<file path="config.mk">
export PLATFORM = sky130hd
export DESIGN_NAME = buck_gate_seq
export DESIGN_NICKNAME = d
export VERILOG_FILES = /design/src/rtl/buck_seq_pkg.sv /design/src/rtl/buck_seq_ctl.sv /design/src/rtl/buck_seq_dp.sv /design/src/rtl/buck_gate_seq.sv
export SDC_FILE = /design/constraint.sdc
export NUM_CORES = 1
export LEC_CHECK = 0
export BUFFER_PORTS_ARGS = -buffer_cell sky130_fd_sc_hd__buf_2
export CAP_MARGIN = 20
export CORE_ASPECT_RATIO = 2
export CORE_MARGIN = 3
export CORE_UTILIZATION = 40
export CTS_CLUSTER_SIZE = 12
export DETAILED_ROUTE_END_ITERATION = 16
export GPL_ROUTABILITY_DRIVEN = 0
export SETUP_SLACK_MARGIN = 0.5
export SLEW_MARGIN = 20
export SYNTH_ARGS = -nofsm -noshare
export SYNTH_HDL_FRONTEND = slang
export SYNTH_SLANG_ARGS = --single-unit
</file>
<file path="constraint.sdc">
create_clock -name clk -period 5.81 [get_ports clk]
set_input_delay 0 -clock clk [delete_from_list [all_inputs] [get_ports clk]]
set_output_delay 0 -clock clk [all_outputs]
set_load 0.02 [all_outputs]
</file>
<file path="src/rtl/buck_seq_pkg.sv">
package buck_seq_pkg;
  // Strobes handed from the period controller to the gate datapath.
  typedef struct packed {
    logic load;       // last clock of a period: latch next period's inputs
    logic asyncMode;  // this period runs pulse-skipping
    logic bootLow;    // bootstrap-low flag latched for this period
    logic refresh;    // this period is a forced bootstrap recharge
  } seq_strobe_t;
endpackage

</file>
<file path="src/rtl/buck_seq_ctl.sv">
module buck_seq_ctl
  import buck_seq_pkg::*;
#(
  parameter int PERIOD_CYC = 333,
  parameter int DUTY_W     = 9,
  parameter int BOOT_LIMIT = 3
) (
  input  logic              clk,
  input  logic              rst,
  input  logic [DUTY_W-1:0] dutyCode,
  input  logic              lightLoad,
  input  logic              bootLow,
  output logic [DUTY_W-1:0] phase,
  output seq_strobe_t       strobe
);
  localparam int RUN_W = $clog2(BOOT_LIMIT + 1);
  localparam logic [DUTY_W-1:0] LAST_PH   = DUTY_W'(PERIOD_CYC - 1);
  localparam logic [DUTY_W-1:0] FULL_CODE = DUTY_W'(PERIOD_CYC);
  localparam logic [RUN_W-1:0]  RUN_MAX   = RUN_W'(BOOT_LIMIT);

  logic [DUTY_W-1:0] phaseQ;
  logic [RUN_W-1:0]  runCnt;
  logic              asyncQ, bootQ, refreshQ;
  logic              periodEnd, fullReq;

  assign periodEnd = (phaseQ == LAST_PH);
  assign fullReq   = (dutyCode >= FULL_CODE);

  always_ff @(posedge clk) begin
    if (rst) begin
      phaseQ   <= LAST_PH;
      asyncQ   <= 1'b0;
      bootQ    <= 1'b0;
      refreshQ <= 1'b0;
      runCnt   <= '0;
    end else if (periodEnd) begin
      phaseQ <= '0;
      asyncQ <= lightLoad;
      bootQ  <= bootLow;
      if (fullReq && bootLow) begin
        if (runCnt == RUN_MAX) begin
          refreshQ <= 1'b1;
          runCnt   <= '0;
        end else begin
          refreshQ <= 1'b0;
          runCnt   <= runCnt + RUN_W'(1);
        end
      end else begin
        refreshQ <= 1'b0;
        runCnt   <= '0;
      end
    end else begin
      phaseQ <= phaseQ + DUTY_W'(1);
    end
  end

  assign phase  = phaseQ;
  assign strobe = '{load: periodEnd, asyncMode: asyncQ, bootLow: bootQ, refresh: refreshQ};

  // mode and bootstrap flags only move at a period boundary
  p_mode_hold_r2: assert property (@(posedge clk) disable iff (rst)
    !periodEnd |=> ($stable(asyncQ) && $stable(bootQ)));

  // a recharge period is only ever entered with the bootstrap flag low-latched
  p_refresh_boot_r9: assert property (@(posedge clk) disable iff (rst)
    refreshQ |-> bootQ);
endmodule

</file>
<file path="src/rtl/buck_seq_dp.sv">
module buck_seq_dp
  import buck_seq_pkg::*;
#(
  parameter int PERIOD_CYC  = 333,
  parameter int DUTY_W      = 9,
  parameter int DEAD_CYC    = 3,
  parameter int REFRESH_CYC = 8
) (
  input  logic              clk,
  input  logic              rst,
  input  logic [DUTY_W-1:0] dutyCode,
  input  logic [DUTY_W-1:0] phase,
  input  seq_strobe_t       strobe,
  output logic              hiDrive,
  output logic              loDrive
);
  localparam int SUM_W  = DUTY_W + 2;
  localparam int IDLE_W = $clog2(DEAD_CYC + 1);
  localparam logic [SUM_W-1:0] P_S       = SUM_W'(PERIOD_CYC);
  localparam logic [SUM_W-1:0] DT_S      = SUM_W'(DEAD_CYC);
  localparam logic [SUM_W-1:0] RF_S      = SUM_W'(REFRESH_CYC);
  localparam logic [SUM_W-1:0] LS_LIMIT  = SUM_W'(PERIOD_CYC - DEAD_CYC);
  localparam logic [SUM_W-1:0] PULSE_END = SUM_W'(DEAD_CYC + REFRESH_CYC);
  localparam logic [SUM_W-1:0] REF_HS_ON = SUM_W'(2 * DEAD_CYC + REFRESH_CYC);
  localparam logic [IDLE_W-1:0] IDLE_MAX = IDLE_W'(DEAD_CYC);

  logic [DUTY_W-1:0] dutyQ;
  logic [SUM_W-1:0]  ph, dq, onT, lsStart, lsPulseEnd, lsEnd;
  logic              isFull, hsNext, lsNext;
  logic [IDLE_W-1:0] hiIdle, loIdle;

  always_ff @(posedge clk) begin
    if (rst)              dutyQ <= '0;
    else if (strobe.load) dutyQ <= dutyCode;
  end

  always_comb begin
    ph         = SUM_W'(phase);
    dq         = SUM_W'(dutyQ);
    isFull     = (dq >= P_S);
    onT        = isFull ? P_S : dq;
    lsStart    = onT + DT_S;
    lsPulseEnd = lsStart + RF_S;
    if (strobe.asyncMode) lsEnd = (lsPulseEnd < LS_LIMIT) ? lsPulseEnd : LS_LIMIT;
    else                  lsEnd = LS_LIMIT;

    if (strobe.refresh) begin
      hsNext = (ph >= REF_HS_ON);
      lsNext = (ph >= DT_S) && (ph < PULSE_END);
    end else if (dq == '0) begin
      hsNext = 1'b0;
      lsNext = strobe.bootLow && (ph >= DT_S) && (ph < PULSE_END);
    end else if (isFull) begin
      hsNext = 1'b1;
      lsNext = 1'b0;
    end else begin
      hsNext = (ph < onT);
      lsNext = (ph >= lsStart) && (ph < lsEnd);
    end
  end

  always_ff @(posedge clk) begin
    if (rst) begin
      hiDrive <= 1'b0;
      loDrive <= 1'b0;
    end else begin
      hiDrive <= hsNext;
      loDrive <= lsNext;
    end
  end

  // Idle-time counters for the guard-interval checks, saturating at DEAD_CYC.
  always_ff @(posedge clk) begin
    if (rst) begin
      hiIdle <= IDLE_MAX;
      loIdle <= IDLE_MAX;
    end else begin
      if (hiDrive)                hiIdle <= '0;
      else if (hiIdle != IDLE_MAX) hiIdle <= hiIdle + IDLE_W'(1);
      if (loDrive)                loIdle <= '0;
      else if (loIdle != IDLE_MAX) loIdle <= loIdle + IDLE_W'(1);
    end
  end

  // no shoot-through
  p_no_overlap_r10: assert property (@(posedge clk) disable iff (rst)
    !(hiDrive && loDrive));

  // guard interval before each high-side turn-on
  p_hs_gap_r10: assert property (@(posedge clk) disable iff (rst)
    $rose(hiDrive) |-> (loIdle == IDLE_MAX));

  // guard interval before each low-side turn-on
  p_ls_gap_r10: assert property (@(posedge clk) disable iff (rst)
    $rose(loDrive) |-> (hiIdle == IDLE_MAX));

  // zero duty with a healthy bootstrap keeps both switches off
  p_zero_quiet_r5: assert property (@(posedge clk) disable iff (rst)
    (dutyQ == '0 && !strobe.bootLow) |=> (!hiDrive && !loDrive));

  // full duty outside a recharge period holds the high side on
  p_full_on_r4: assert property (@(posedge clk) disable iff (rst)
    (isFull && !strobe.refresh) |=> (hiDrive && !loDrive));
endmodule

</file>
<file path="src/rtl/buck_gate_seq.sv">
module buck_gate_seq
  import buck_seq_pkg::*;
#(
  parameter int PERIOD_CYC  = 333,
  parameter int DUTY_W      = 9,
  parameter int DEAD_CYC    = 3,
  parameter int REFRESH_CYC = 8,
  parameter int BOOT_LIMIT  = 3
) (
  input  logic              clk,
  input  logic              rst,
  input  logic [DUTY_W-1:0] dutyCode,
  input  logic              lightLoad,
  input  logic              bootLow,
  output logic              hiDrive,
  output logic              loDrive
);
  logic [DUTY_W-1:0] phase;
  seq_strobe_t       strobe;

  buck_seq_ctl #(
    .PERIOD_CYC(PERIOD_CYC), .DUTY_W(DUTY_W), .BOOT_LIMIT(BOOT_LIMIT)
  ) u_ctl (
    .clk(clk), .rst(rst), .dutyCode(dutyCode), .lightLoad(lightLoad),
    .bootLow(bootLow), .phase(phase), .strobe(strobe)
  );

  buck_seq_dp #(
    .PERIOD_CYC(PERIOD_CYC), .DUTY_W(DUTY_W),
    .DEAD_CYC(DEAD_CYC), .REFRESH_CYC(REFRESH_CYC)
  ) u_dp (
    .clk(clk), .rst(rst), .dutyCode(dutyCode), .phase(phase), .strobe(strobe),
    .hiDrive(hiDrive), .loDrive(loDrive)
  );
endmodule

</file>
* Word-level counts from Yosys, hierarchy flattened
Cells that the tools add are included.
W data, S select, Z words.
** Storage, ports and cells
- Register bits :: 25
- Bits of input ports :: 13
** Operators by class
- Add/sub/neg operators :: 4
- $lt $le $gt $ge :: 9
- Equal/unequal tests :: 2
- Muxes and demuxes :: 14
- Reductions and logical operators :: 7
** Operator list (count)
- $lt A9 B11 Y1 :: 2
- $mux W11 :: 2
- $ge A9 B9 Y1 const B :: 2
- $mux W9 :: 2
- $add A11 B2 Y11 const B :: 1
- $add A11 B4 Y11 const B :: 1
- $ge A9 B11 Y1 :: 1
- $lt A11 B9 Y1 const B :: 1
- $add A9 B1 Y9 const B :: 1
- $eq A9 B9 Y1 const B :: 1
- $ge A9 B2 Y1 const B :: 1
- $ge A9 B4 Y1 const B :: 1
- $logic_not A9 Y1 :: 1
- $lt A9 B4 Y1 const B :: 1
- $mux W1 :: 8
- $logic_and A1 B1 Y1 :: 5
- $mux W2 :: 2
- $add A2 B1 Y2 const B :: 1
- $eq A2 B2 Y1 const B :: 1
- $reduce_or A2 Y1 :: 1

* Depth between registers and ports, before layout
Gate-level depths: netlist of the first run.
- Depth in word-level cells :: 12
- Gate-level depth with buffers :: 21

* Hierarchy
From an unflattened synthesis of the first run, not the netlist that was laid out.
** Second synthesis, totals
- Cells, all modules :: 274
- Area, all modules :: 2273.4 um^2
** By module, submodules not included
- buck_seq_dp :: times used 1, cells each 198, area each 1587.8 um^2, seq. area each 220.2 um^2
- buck_seq_ctl :: times used 1, cells each 76, area each 685.7 um^2, seq. area each 280.3 um^2

* Worst setup path after synthesis of the first run
OpenSTA, ideal clock, no wires.
- Path kind :: reg-to-reg
- Start :: register u_dp.dutyQ[7]
- End :: register u_dp.loDrive
- Library setup time :: 0.075 ns
- Arrival time :: 3.824 ns
- Data required time :: 5.735 ns
- Setup slack :: 1.911 ns
- Cell stages (with the launch flop) :: 21
- Period minus slack after synthesis :: 3.899 ns
- Path through :: dfxtp_1 -> clkbuf_1 -> nor3_1 -> a21oi_1 -> nor2_1 -> ha_1 -> nand2b_1 -> o2111a_1 -> a21o_1 -> ha_1 -> a31o_1 -> o221ai_2 -> and4b_4 -> nand2_1 -> ha_1 -> a21o_1 -> a21o_1 -> a21oi_1 -> o21ai_0 -> a21o_1 -> o22ai_1
** On the way
- Word-level cells in the longest chain between the ends :: 12
- Elaborated cells between the ends (all ways) :: 14
- Classes of those cells :: 2 x add/sub; 4 x order compare; 6 x mux; 2 x reduce/logical
** Ends and longest elaborated chain
- from (decl) :: RTL line buck_seq_dp.sv:27 : logic [DUTY_W-1:0] dutyQ;
- from (signal assigned) :: RTL line buck_seq_dp.sv:34 : else if (strobe.load) dutyQ <= dutyCode;
- $ge A9 B9 Y1 :: RTL line buck_seq_dp.sv:40 : isFull = (dq >= P_S);
- $mux W9 :: RTL line buck_seq_dp.sv:41 : onT = isFull ? P_S : dq;
- $add A11 B2 Y11 :: RTL line buck_seq_dp.sv:42 : lsStart = onT + DT_S;
- $add A11 B4 Y11 :: RTL line buck_seq_dp.sv:43 : lsPulseEnd = lsStart + RF_S;
- $lt A11 B9 Y1 :: RTL line buck_seq_dp.sv:44 : if (strobe.asyncMode) lsEnd = (lsPulseEnd < LS_LIMIT) ? lsPulseEnd : LS_LIMIT;
- $mux W11 (2 in series) :: RTL line buck_seq_dp.sv:44
- $lt A9 B11 Y1 :: RTL line buck_seq_dp.sv:58 : lsNext = (ph >= lsStart) && (ph < lsEnd);
- $logic_and A1 B1 Y1 :: RTL line buck_seq_dp.sv:58
- $mux W1 :: RTL line buck_seq_dp.sv:53 : end else if (isFull) begin
- $mux W1 (*) :: RTL line buck_seq_dp.sv:50 : end else if (dq == '0) begin
- $mux W1 (*) :: RTL line buck_seq_dp.sv:47 : if (strobe.refresh) begin
- to (signal assigned) :: RTL line buck_seq_dp.sv:68 : loDrive <= lsNext;
- to (decl) :: RTL line buck_seq_dp.sv:15 : output logic loDrive
Every way passes the cells marked *; elsewhere a longest branch is shown, timed or not.
A chain may end at the register's enable or synchronous reset.

* Worst setup path after layout of the first run
- Start :: register u_dp.dutyQ[6]
- End :: register u_dp.loDrive
The elaborated chain is that of the path after synthesis.

==> results of run 1 <==
-- power by group --
group	internal, µW	switching, µW	total (µW)
combinational	264	365	630
sequential	222	109	331
clock	50.5	63.8	114
-- state kept, by name, summed over array words and instances (netlist names) --
signal and count:
u_dp.hiDrive 1, u_dp.dutyQ 9, u_ctl.phase 9, u_dp.loDrive 1, u_ctl.bootQ 1, u_ctl.runCnt 2, u_ctl.refreshQ 1, u_ctl.asyncQ 1
-- critical path: stages (launching register included) --
cell and delay, ps:
dfxtp_1 590, o21ai_1 270, a21oi_1 270, nor2_1 130, ha_1 270, nand2b_1 230
o2111a_1 280, a21o_1 180, ha_1 290, a31o_1 200, o221ai_2 180, and4b_4 300
nand2b_1 80, ha_1 290, a211oi_1 230, nand3_1 140, a211oi_1 250, a21oi_1 130
o22ai_1 130
-- through the flow --
step | std cells | cell area (µm²) | power, µW | utilization (%) | hold WS, ps
2_1_floorplan | 281 | 2150 | 789 | - | 69.1
3_3_place_gp | 342 | 2240 | 958 | 43.2 | 243
3_5_place_dp | 342 | 2240 | 961 | 43.2 | 252
4_1_cts | 356 | 2390 | 1080 | 46.1 | 45.2
5_1_grt | 356 | 2390 | 1190 | 46.1 | 88.0
6_report | 356 | 2390 | 1070 | 46.1 | 38.5
-- worst min path at each step --
stage	from	endpoint	slack [ps]
after floorplan	rst	u_ctl.asyncQ$_SDFFE_PP0N_	70
after global placement	lightLoad	u_ctl.asyncQ$_SDFFE_PP0N_	240
after detailed placement	lightLoad	u_ctl.asyncQ$_SDFFE_PP0N_	250
after CTS	dutyCode[8]	u_dp.dutyQ[8]$_SDFFE_PP0N_	50
after global routing	dutyCode[8]	u_dp.dutyQ[8]$_SDFFE_PP0N_	90
final	dutyCode[8]	u_dp.dutyQ[8]$_SDFFE_PP0N_	40
-- what timing repair did --
action	4_1_cts	5_1_grt
resized for setup	0	0
hold buffers	10	0
hold endpoints to repair	10	0
endpoints found under the setup margin	0	0
-- cells in the mapped netlist (all sizes together), types with 4 or more instances --
| master | number |
|---|---|
| nor2 | 19 |
| a21o | 6 |
| xnor2 | 7 |
| xor2 | 4 |
| nand2 | 44 |
| buf | 5 |
| o21a | 7 |
| nand3 | 8 |
| clkbuf | 6 |
| ha | 32 |
| nor4 | 4 |
| inv | 13 |
| dfxtp | 25 |
| a211oi | 4 |
| a21oi | 25 |
| o21ai | 18 |
| nor3 | 8 |
| nand4 | 4 |
| and2 | 7 |
-- cell families (layout without fill, tap and decap cells) --
group | after synthesis | in the layout | share of synthesized area [%]
XOR/XNOR | 11 | 11 | 4.47
AND/OR/NAND/NOR | 110 | 110 | 25.0
buffers and inverters | 24 | 41 | 4.88
flip-flops | 25 | 25 | 23.2
adder cells (fa/ha/maj) | 33 | 33 | 19.0
AO/OA/AOI/OAI | 78 | 78 | 23.3
-- layer usage --
metal / track usage [%] / up-vias / part of all wire [%]
met5: 0 / - / 0
met4: 12.6 / 0 / 5.3
met3: 2.00 / 19 / 2.7
met2: 41.4 / 48 / 57
met1: 19.7 / 952 / 35
li1: - / 1041 / -
-- layout make-up --
type	instances	area, µm²
fill	534	2790
tap	58	72.6
timing repair buffer	24	170
clock inverter	1	8.76
clock buffer	3	41.3
multi-input combinational	232	1550
sequential	25	500
inverter	13	48.8
==> metrics.csv, run 1 <==
metric;value;unit
area_growth;11.0;%
worstPathRequired;6030;ps
setup_viol;0;
tns;0;ps
grt.overflow.total;0;
yosysTopAreaCell;dfxtp_1;
r2r-start;u_dp.dutyQ[6]$_SDFFE_PP0N_;
maxCapViolCount;0;
arrival;4710;ps
endpoint;u_dp.loDrive$_SDFF_PP0_;
clock_tree.buffer_depth;2;
slew_headroom;32.2;%
syn-cell-area;0.00215;mm²
crit_type;flip-flop to flip-flop;
worstSetupStartpoint;u_dp.dutyQ[6]$_SDFFE_PP0N_;
post-route-min-period;4500;ps
vias;2060;
drt_iter0_drc;67;
synth-edff-count;0;
synth.net_count;326;
yosysWarnings;0;
grt.total_usage;21.0;%
final_cell_mix;nand2_1, ha_1, a21oi_1, dfxtp_1, nor2_1;
yosysSeqAreaShare;23.2;%
num_antenna_cells;0;
synthFlopType;dfxtp_1;
syn_area_per_cell;7.67;µm²
num_rows;37;
clockRootBuffer;clkbuf_8;
synth_top_cell_area_share;23.2;%
p_per_area;450;mW/mm²
synth_area_leaders;dfxtp_1, ha_1, nand2_1;
drcViolationCount;0;
antenna_found_initial;0;
die_area;0.00636;mm²
die_w;57.9;µm
path_max_fanout;14;
r2r-end;u_dp.loDrive$_SDFF_PP0_;
cp-end-kind;flip-flop;
grt_max_degree;17;
post-place-ws;1400;ps
cts_sinks;25;
status;finished, final reports clean;
ant_nets;0;
clkLatencyLatePin;280;ps
drv_slew;0;
wire_per_inst;17.0;µm
ir_drop;266;µV
clk_pin_slew_worst_paths;90;ps
viasPerCell;5.79;
grt_pass1_wl;10000;µm
first_global_vias;2122;
layout_commonest_cell;nand2_1;
core_area;0.00518;mm²
leakage;0.000979;µW
reg2reg_setup_slack;1310;ps
drive_gt1_share;9.06;%
routed_wl;6060;µm
cp-start-kind;flip-flop;
die_height;110;µm
r2r_cells;18;
grt_setup_unrepaired;false;
postCtsSetupBuffers;0;
period_share;77.4;%
io_pins;15;
worst_pin_slew;1010;ps
synth_cells;281;
hold_path_class;input port to flip-flop;
fin_worst_skew;3.63;ps
htree_num_levels;1;
fmax;0.222;GHz
finalHoldViolCount;0;
async_flop_share;0;%
firstDrtPassIters;4;
fin_ws;1310;ps
layout.nets;344;
hpwl;4890;µm
cts_tree;built;
numCtsBuffers;3;
synth_cell_types;48;
io_buffers;14;
hold_depth;3;
initial_core_util;41.6;%
ys_ff_latch;25;
Power figures use the tool's default switching activity.
==> run 2: changes to the inputs <==
- clock period: 5.81 -> 4.4 ns (I/O delays scaled with it)
==> run 2 against run 1 <==
Non-clock buffer count grew 20. Sequential share of layout area shrank 2.0 points. Final cell count increased by 5.6%. Via count grew 5.1%.
==> metrics.csv, run 2 (same netlist as run 1, synthesis figures left out) <==
metric;value;unit;change
ir_drop;410;µV;+54%
core_area;0.00518;mm²;unchanged
cp_slowest_stage_delay;350;ps;-240 ps
cpMostUsedCell;a21o_1;;
worstPathRequired;4610;ps;-1420 ps
cp_num_buf_inv;0;;unchanged
fin_ws;586;ps;-727 ps
vias;2165;;+5.1%
wire_per_inst;16.4;µm;-3.7%
drcViolationCount;0;;unchanged
maxCapViolCount;0;;unchanged
die_w;57.9;µm;unchanged
status;finished, final reports clean;;
clockRootBuffer;clkbuf_8;;
numCtsBuffers;3;;unchanged
drv_slew;0;;unchanged
io_pins;15;;unchanged
leakage;0.00112;µW;+14%
grt_pass1_wl;9950;µm;-0.97%
htree_num_levels;1;;unchanged
viasPerCell;5.76;;-0.49%
grt.total_usage;20.4;%;-0.52 points
crit_type;flip-flop to flip-flop;;
fillers;479;;-10%
crit_chain;o211ai_1 -> a21o_1 -> nand2_2 -> ha_2 -> nand2b_4 -> o2111a_1 -> a21o_1 -> ha_4 -> a31o_1 -> o221ai_2 -> and4b_4 -> nand2_2 -> ha_4 -> a21o_1 -> a21o_1 -> a21oi_2 -> o21ai_1 -> a21o_1 -> o22ai_1;;
tns;0;ps;unchanged
slowest_stage;dfxtp_4;;
antenna_found_initial;0;;unchanged
fin_worst_skew;4.54;ps;+0.906 ps
layout.nets;364;;+5.8%
die_area;0.00636;mm²;unchanged
cp-end-kind;flip-flop;;
ant_nets;0;;unchanged
path_delay_family;compound AO/OA/AOI/OAI gates;;
clkLatencyLatePin;280;ps;about the same
multi_input_area;0.00168;mm²;+8.5%
clk_pin_slew_worst_paths;90;ps;about the same
firstDrtPassIters;4;;unchanged
arrival;4020;ps;-690 ps
seq_area;507;µm²;+1.2%
hold_path_class;input port to flip-flop;;
layout_commonest_cell;nand2_1;;
post-place-ws;160;ps;-1240 ps
cp-start-kind;flip-flop;;
cts_tree;built;;
grt.overflow.total;0;;unchanged
drive_gt1_share;22.6;%;+14 points
setup_viol;0;;unchanged
grt_setup_unrepaired;true;;
p_per_area;588;mW/mm²;+31%
period_share;86.7;%;+9.3 points
post-route-min-period;3810;ps;-683 ps
fmax;0.262;GHz;+18%
die_height;110;µm;unchanged
initial_core_util;41.6;%;unchanged
hpwl;4840;µm;-0.91%
grt_max_degree;17;;unchanged
first_global_vias;2116;;-0.28%
num_rows;37;;unchanged
worst_pin_slew;987;ps;-26.5 ps
final_cell_mix;nand2_1, ha_1, dfxtp_1;;
area_growth;24.3;%;
clock_tree.buffer_depth;2;;unchanged
slew_headroom;33.9;%;+1.8 points
routed_wl;6160;µm;+1.7%
io_buffers;14;;unchanged
finalHoldViolCount;0;;unchanged
num_antenna_cells;0;;unchanged
cts_sinks;25;;unchanged
drt_iter0_drc;41;;-39%
path_max_fanout;6;;-8
run 2: cell types whose count changed in the layout (fill, tap and decap cells not counted), sizes merged:
cell / change
buf: +20
run 2: layout make-up:
cell class                 count  share of cell area [%]
sequential                    25                    18.9
multi-input combinational    232                    62.7
clock inverter                 1                   0.327
tap                           58                    2.71
clock buffer                   3                    1.54
timing repair buffer          44                    12.0
inverter                      13                    1.82
run 2: tightest hold or removal path: cells and delay by family:
kind | cells | cell delay [ps]
simple gates | 1 | 90
compound gates | 1 | 70
buf+inv | 1 | 100
run 2: layer usage:
metal	part of all wire (%)	vias up	track usage, %
li1	-	1085	-
met1	36	1003	19.8
met2	56	49	39.6
met3	2.2	28	2.12
met4	6.1	0	12.1
met5	0	-	0
run 2: final timing paths:
kind	start	end	slack, ps	cells past startpoint
max	u_dp.dutyQ[0]$_SDFFE_PP0N_	u_dp.loDrive$_SDFF_PP0_	590	19
min	dutyCode[8]	u_dp.dutyQ[8]$_SDFFE_PP0N_	40	3
max reg2reg	u_dp.dutyQ[0]$_SDFFE_PP0N_	u_dp.loDrive$_SDFF_PP0_	590	19
min reg2reg	u_ctl.bootQ$_SDFFE_PP0N_	u_ctl.bootQ$_SDFFE_PP0N_	460	2
run 2: per-stage QoR:
stage | util (%) | instances | hold slack (ps) | area [µm²] | total power, µW
floorplan | - | 281 | 69.1 | 2150 | 1040
global placement | 44.4 | 350 | 244 | 2300 | 1280
CTS | 49.0 | 370 | 55.6 | 2540 | 1500
global route | 51.7 | 376 | 61.3 | 2680 | 1720
finish | 51.7 | 376 | 37.2 | 2680 | 1580
detailed placement | 44.4 | 350 | 251 | 2300 | 1290
run 2: report_power, final:
part           internal, µW  switching (µW)  leakage (µW)  total (µW)
combinational           450             592      0.000889        1040
clock                  66.5            81.3     0.0000261         148
sequential              296            89.7      0.000206         386
total                   813             763       0.00112        1580
run 2: what timing repair did:
action | CTS | global route
hold endpoints to repair | 10 | 0
hold buffers | 10 | 0
resized for setup | 12 | 18
pin swaps | 4 | 12
endpoints found under the setup margin | 1 | 1
buffers inserted | 6 | 6
==> run 3: changes to the inputs <==
- CORE_UTILIZATION: 40 -> 30
- clock period: 4.4 -> 3.75 ns (I/O delays scaled with it)
==> run 3 against run 2 <==
Flip-flop and latch count unchanged. Via count up 2.2%. Count of clock-buffer cells in the layout unchanged. Setup slack worse by 500 ps. Sequential share of layout area down 1.0 points. Design area up 5.0%. Clock skew about the same. Critical path type unchanged. Utilization down 11 points. Die area up 31%.
==> metrics.csv, run 3 (same netlist as run 1, synthesis figures left out) <==
metric;value;unit;change
status;finished, final reports clean;;
drv_slew;0;;unchanged
clock_tree.buffer_depth;2;;unchanged
grt_pass1_wl;10800;µm;+8.9%
initial_core_util;31.0;%;-11 points
multi_input_area;0.00168;mm²;-0.22%
vias;2212;;+2.2%
cp_slowest_stage_delay;320;ps;-30 ps
drcViolationCount;0;;unchanged
core_area;0.00694;mm²;+34%
drive_gt1_share;23.9;%;+1.2 points
swShare;46.2;%;-2.2 points
power_frac_seq;22.5;%;-2.0 points
stdcell_area;0.00281;mm²;+5.0%
cp-start-kind;flip-flop;;
wire_per_inst;15.8;µm;-3.8%
drt_iter0_drc;58;;+41%
finalHoldViolCount;0;;unchanged
path_max_fanout;7;;+1
cts_tree;built;;
die_w;65.9;µm;+14%
numCtsBuffers;3;;unchanged
fmax;0.273;GHz;+4.2%
crit_chain;o211ai_1 -> a21o_1 -> nand2_1 -> ha_2 -> nand2b_4 -> o2111a_1 -> a21o_1 -> ha_4 -> a31o_1 -> o221ai_2 -> and4b_4 -> nand2b_1 -> ha_4 -> a211oi_2 -> nand3_1 -> a211oi_2 -> a21oi_1 -> o22ai_1;;
hold_depth;3;;unchanged
cp-end-kind;flip-flop;;
htree_num_levels;1;;unchanged
ir_drop;349;µV;-15%
final_cell_mix;nand2_1, buf_4, ha_1;;
p_total;1990;µW;+26%
worstSetupStartpoint;u_dp.dutyQ[1]$_SDFFE_PP0N_;;
fin_worst_skew;4.12;ps;-0.422 ps
hpwl;5120;µm;+5.7%
hold_path_class;input port to flip-flop;;
io_pins;15;;unchanged
worst_pin_slew;672;ps;-316 ps
hp-start;dutyCode[8];;
grt_max_degree;17;;unchanged
grt_setup_unrepaired;true;;
p_comb_share;65.1;%;-1.0 points
die_height;126;µm;+15%
num_rows;43;;+16%
antenna_found_initial;0;;unchanged
seq_area;503;µm²;-0.74%
grt.overflow.total;0;;unchanged
clk_pin_slew_worst_paths;70;ps;-20 ps
io_buffers;14;;unchanged
r2r-start;u_dp.dutyQ[1]$_SDFFE_PP0N_;;
die_area;0.00830;mm²;+31%
p_per_area;709;mW/mm²;+21%
p_sw;921;µW;+21%
clkLatencyLatePin;270;ps;about the same
arrival;3860;ps;-160 ps
finalNonFillerCells;417;;+11%
placed_cell_area;0.00251;mm²;+8.9%
whs_endpoint;u_dp.dutyQ[8]$_SDFFE_PP0N_;;
p_clk_share;12.4;%;+3.0 points
slew_headroom;54.7;%;+21 points
p_int;1070;µW;+32%
crit_type;flip-flop to flip-flop;;
fillers;679;;+42%
path_delay_family;compound AO/OA/AOI/OAI gates;;
cp_num_buf_inv;0;;unchanged
layout_commonest_cell;nand2_1;;
period_share;97.6;%;+11 points
setup_viol;0;;unchanged
viasPerCell;5.30;;-7.9%
layout.nets;373;;+2.5%
reg2reg_setup_slack;90;ps;-500 ps
routed_wl;6570;µm;+6.7%
ant_nets;0;;unchanged
slowest_stage;dfxtp_2;;
r2r-end;u_dp.loDrive$_SDFF_PP0_;;
cts_sinks;25;;unchanged
first_global_vias;2273;;+7.4%
area_growth;30.5;%;
placed_cells;400;;+14%
leakage;0.00117;µW;+3.9%
maxCapViolCount;0;;unchanged
clockRootBuffer;clkbuf_16;;
grt.total_usage;17.2;%;-3.3 points
worstPathRequired;3950;ps;-660 ps
post-route-min-period;3660;ps;-154 ps
r2r_cells;18;;-1
firstDrtPassIters;4;;unchanged
num_antenna_cells;0;;unchanged
==> run 3: per-layer routing <==
metal / up-vias / part of all wire [%] / GRT usage [%]
met1: 1025 / 36 / 16.6
met5: - / 0 / 0
met4: 0 / 5.3 / 11.5
li1: 1106 / - / -
met2: 53 / 57 / 32.5
met3: 28 / 1.9 / 1.43
==> run 3: what timing repair did <==
item / CTS / global route
hold buffers: 10 / 0
resized for setup: 9 / 10
pin swaps: 9 / 7
buffers inserted: 1 / 2
hold endpoints to repair: 10 / 0
endpoints found under the setup margin: 1 / 1
==> run 3: worst reg2reg max path: stages (launching register included) <==
cell	delay (ps)
dfxtp_2	320
o211ai_1	300
a21o_1	190
nand2_1	70
ha_2	190
nand2b_4	140
o2111a_1	250
a21o_1	200
ha_4	230
a31o_1	190
o221ai_2	150
and4b_4	310
nand2b_1	120
ha_4	240
a211oi_2	190
nand3_1	110
a211oi_2	200
a21oi_1	90
o22ai_1	120
==> run 3: area by class of cell <==
type	instances	share of cell area, %
clock inverter	1	0.267
sequential	25	17.9
clock buffer	3	2.67
inverter	13	1.74
tap	90	4.01
multi-input combinational	232	59.6
timing repair buffer	53	13.8
==> run 3: worst max-delay path by stage <==
stage | endpoint | cells after the start
6_report | u_dp.loDrive$_SDFF_PP0_ | 18
5_1_grt | u_dp.loDrive$_SDFF_PP0_ | 19
4_1_cts | u_dp.loDrive$_SDFF_PP0_ | 18
3_5_place_dp | u_dp.loDrive$_SDFF_PP0_ | 18
3_3_place_gp | u_dp.loDrive$_SDFF_PP0_ | 19
2_1_floorplan | u_dp.loDrive$_SDFF_PP0_ | 19
==> run 3: power by group through the flow <==
stage	logic [µW]	registers, µW	clock network, µW
final	1300	448	247
after CTS	1260	449	254
after detailed placement	1190	449	0
after global placement	1180	450	0
after global routing	1460	463	263
after floorplan	835	424	0
==> run 3: metrics by stage <==
step,TNS (ps),hold WS [ps],setup slack [ps],util (%)
after global placement,0,242,33.1,36.1
after detailed placement,-77.2,252,-77.2,36.1
after global routing,-83.6,64.7,-83.6,40.5
after CTS,0,30.6,93.6,39.8
final,0,35.1,90.0,40.5
after floorplan,0,69.1,79.1,-
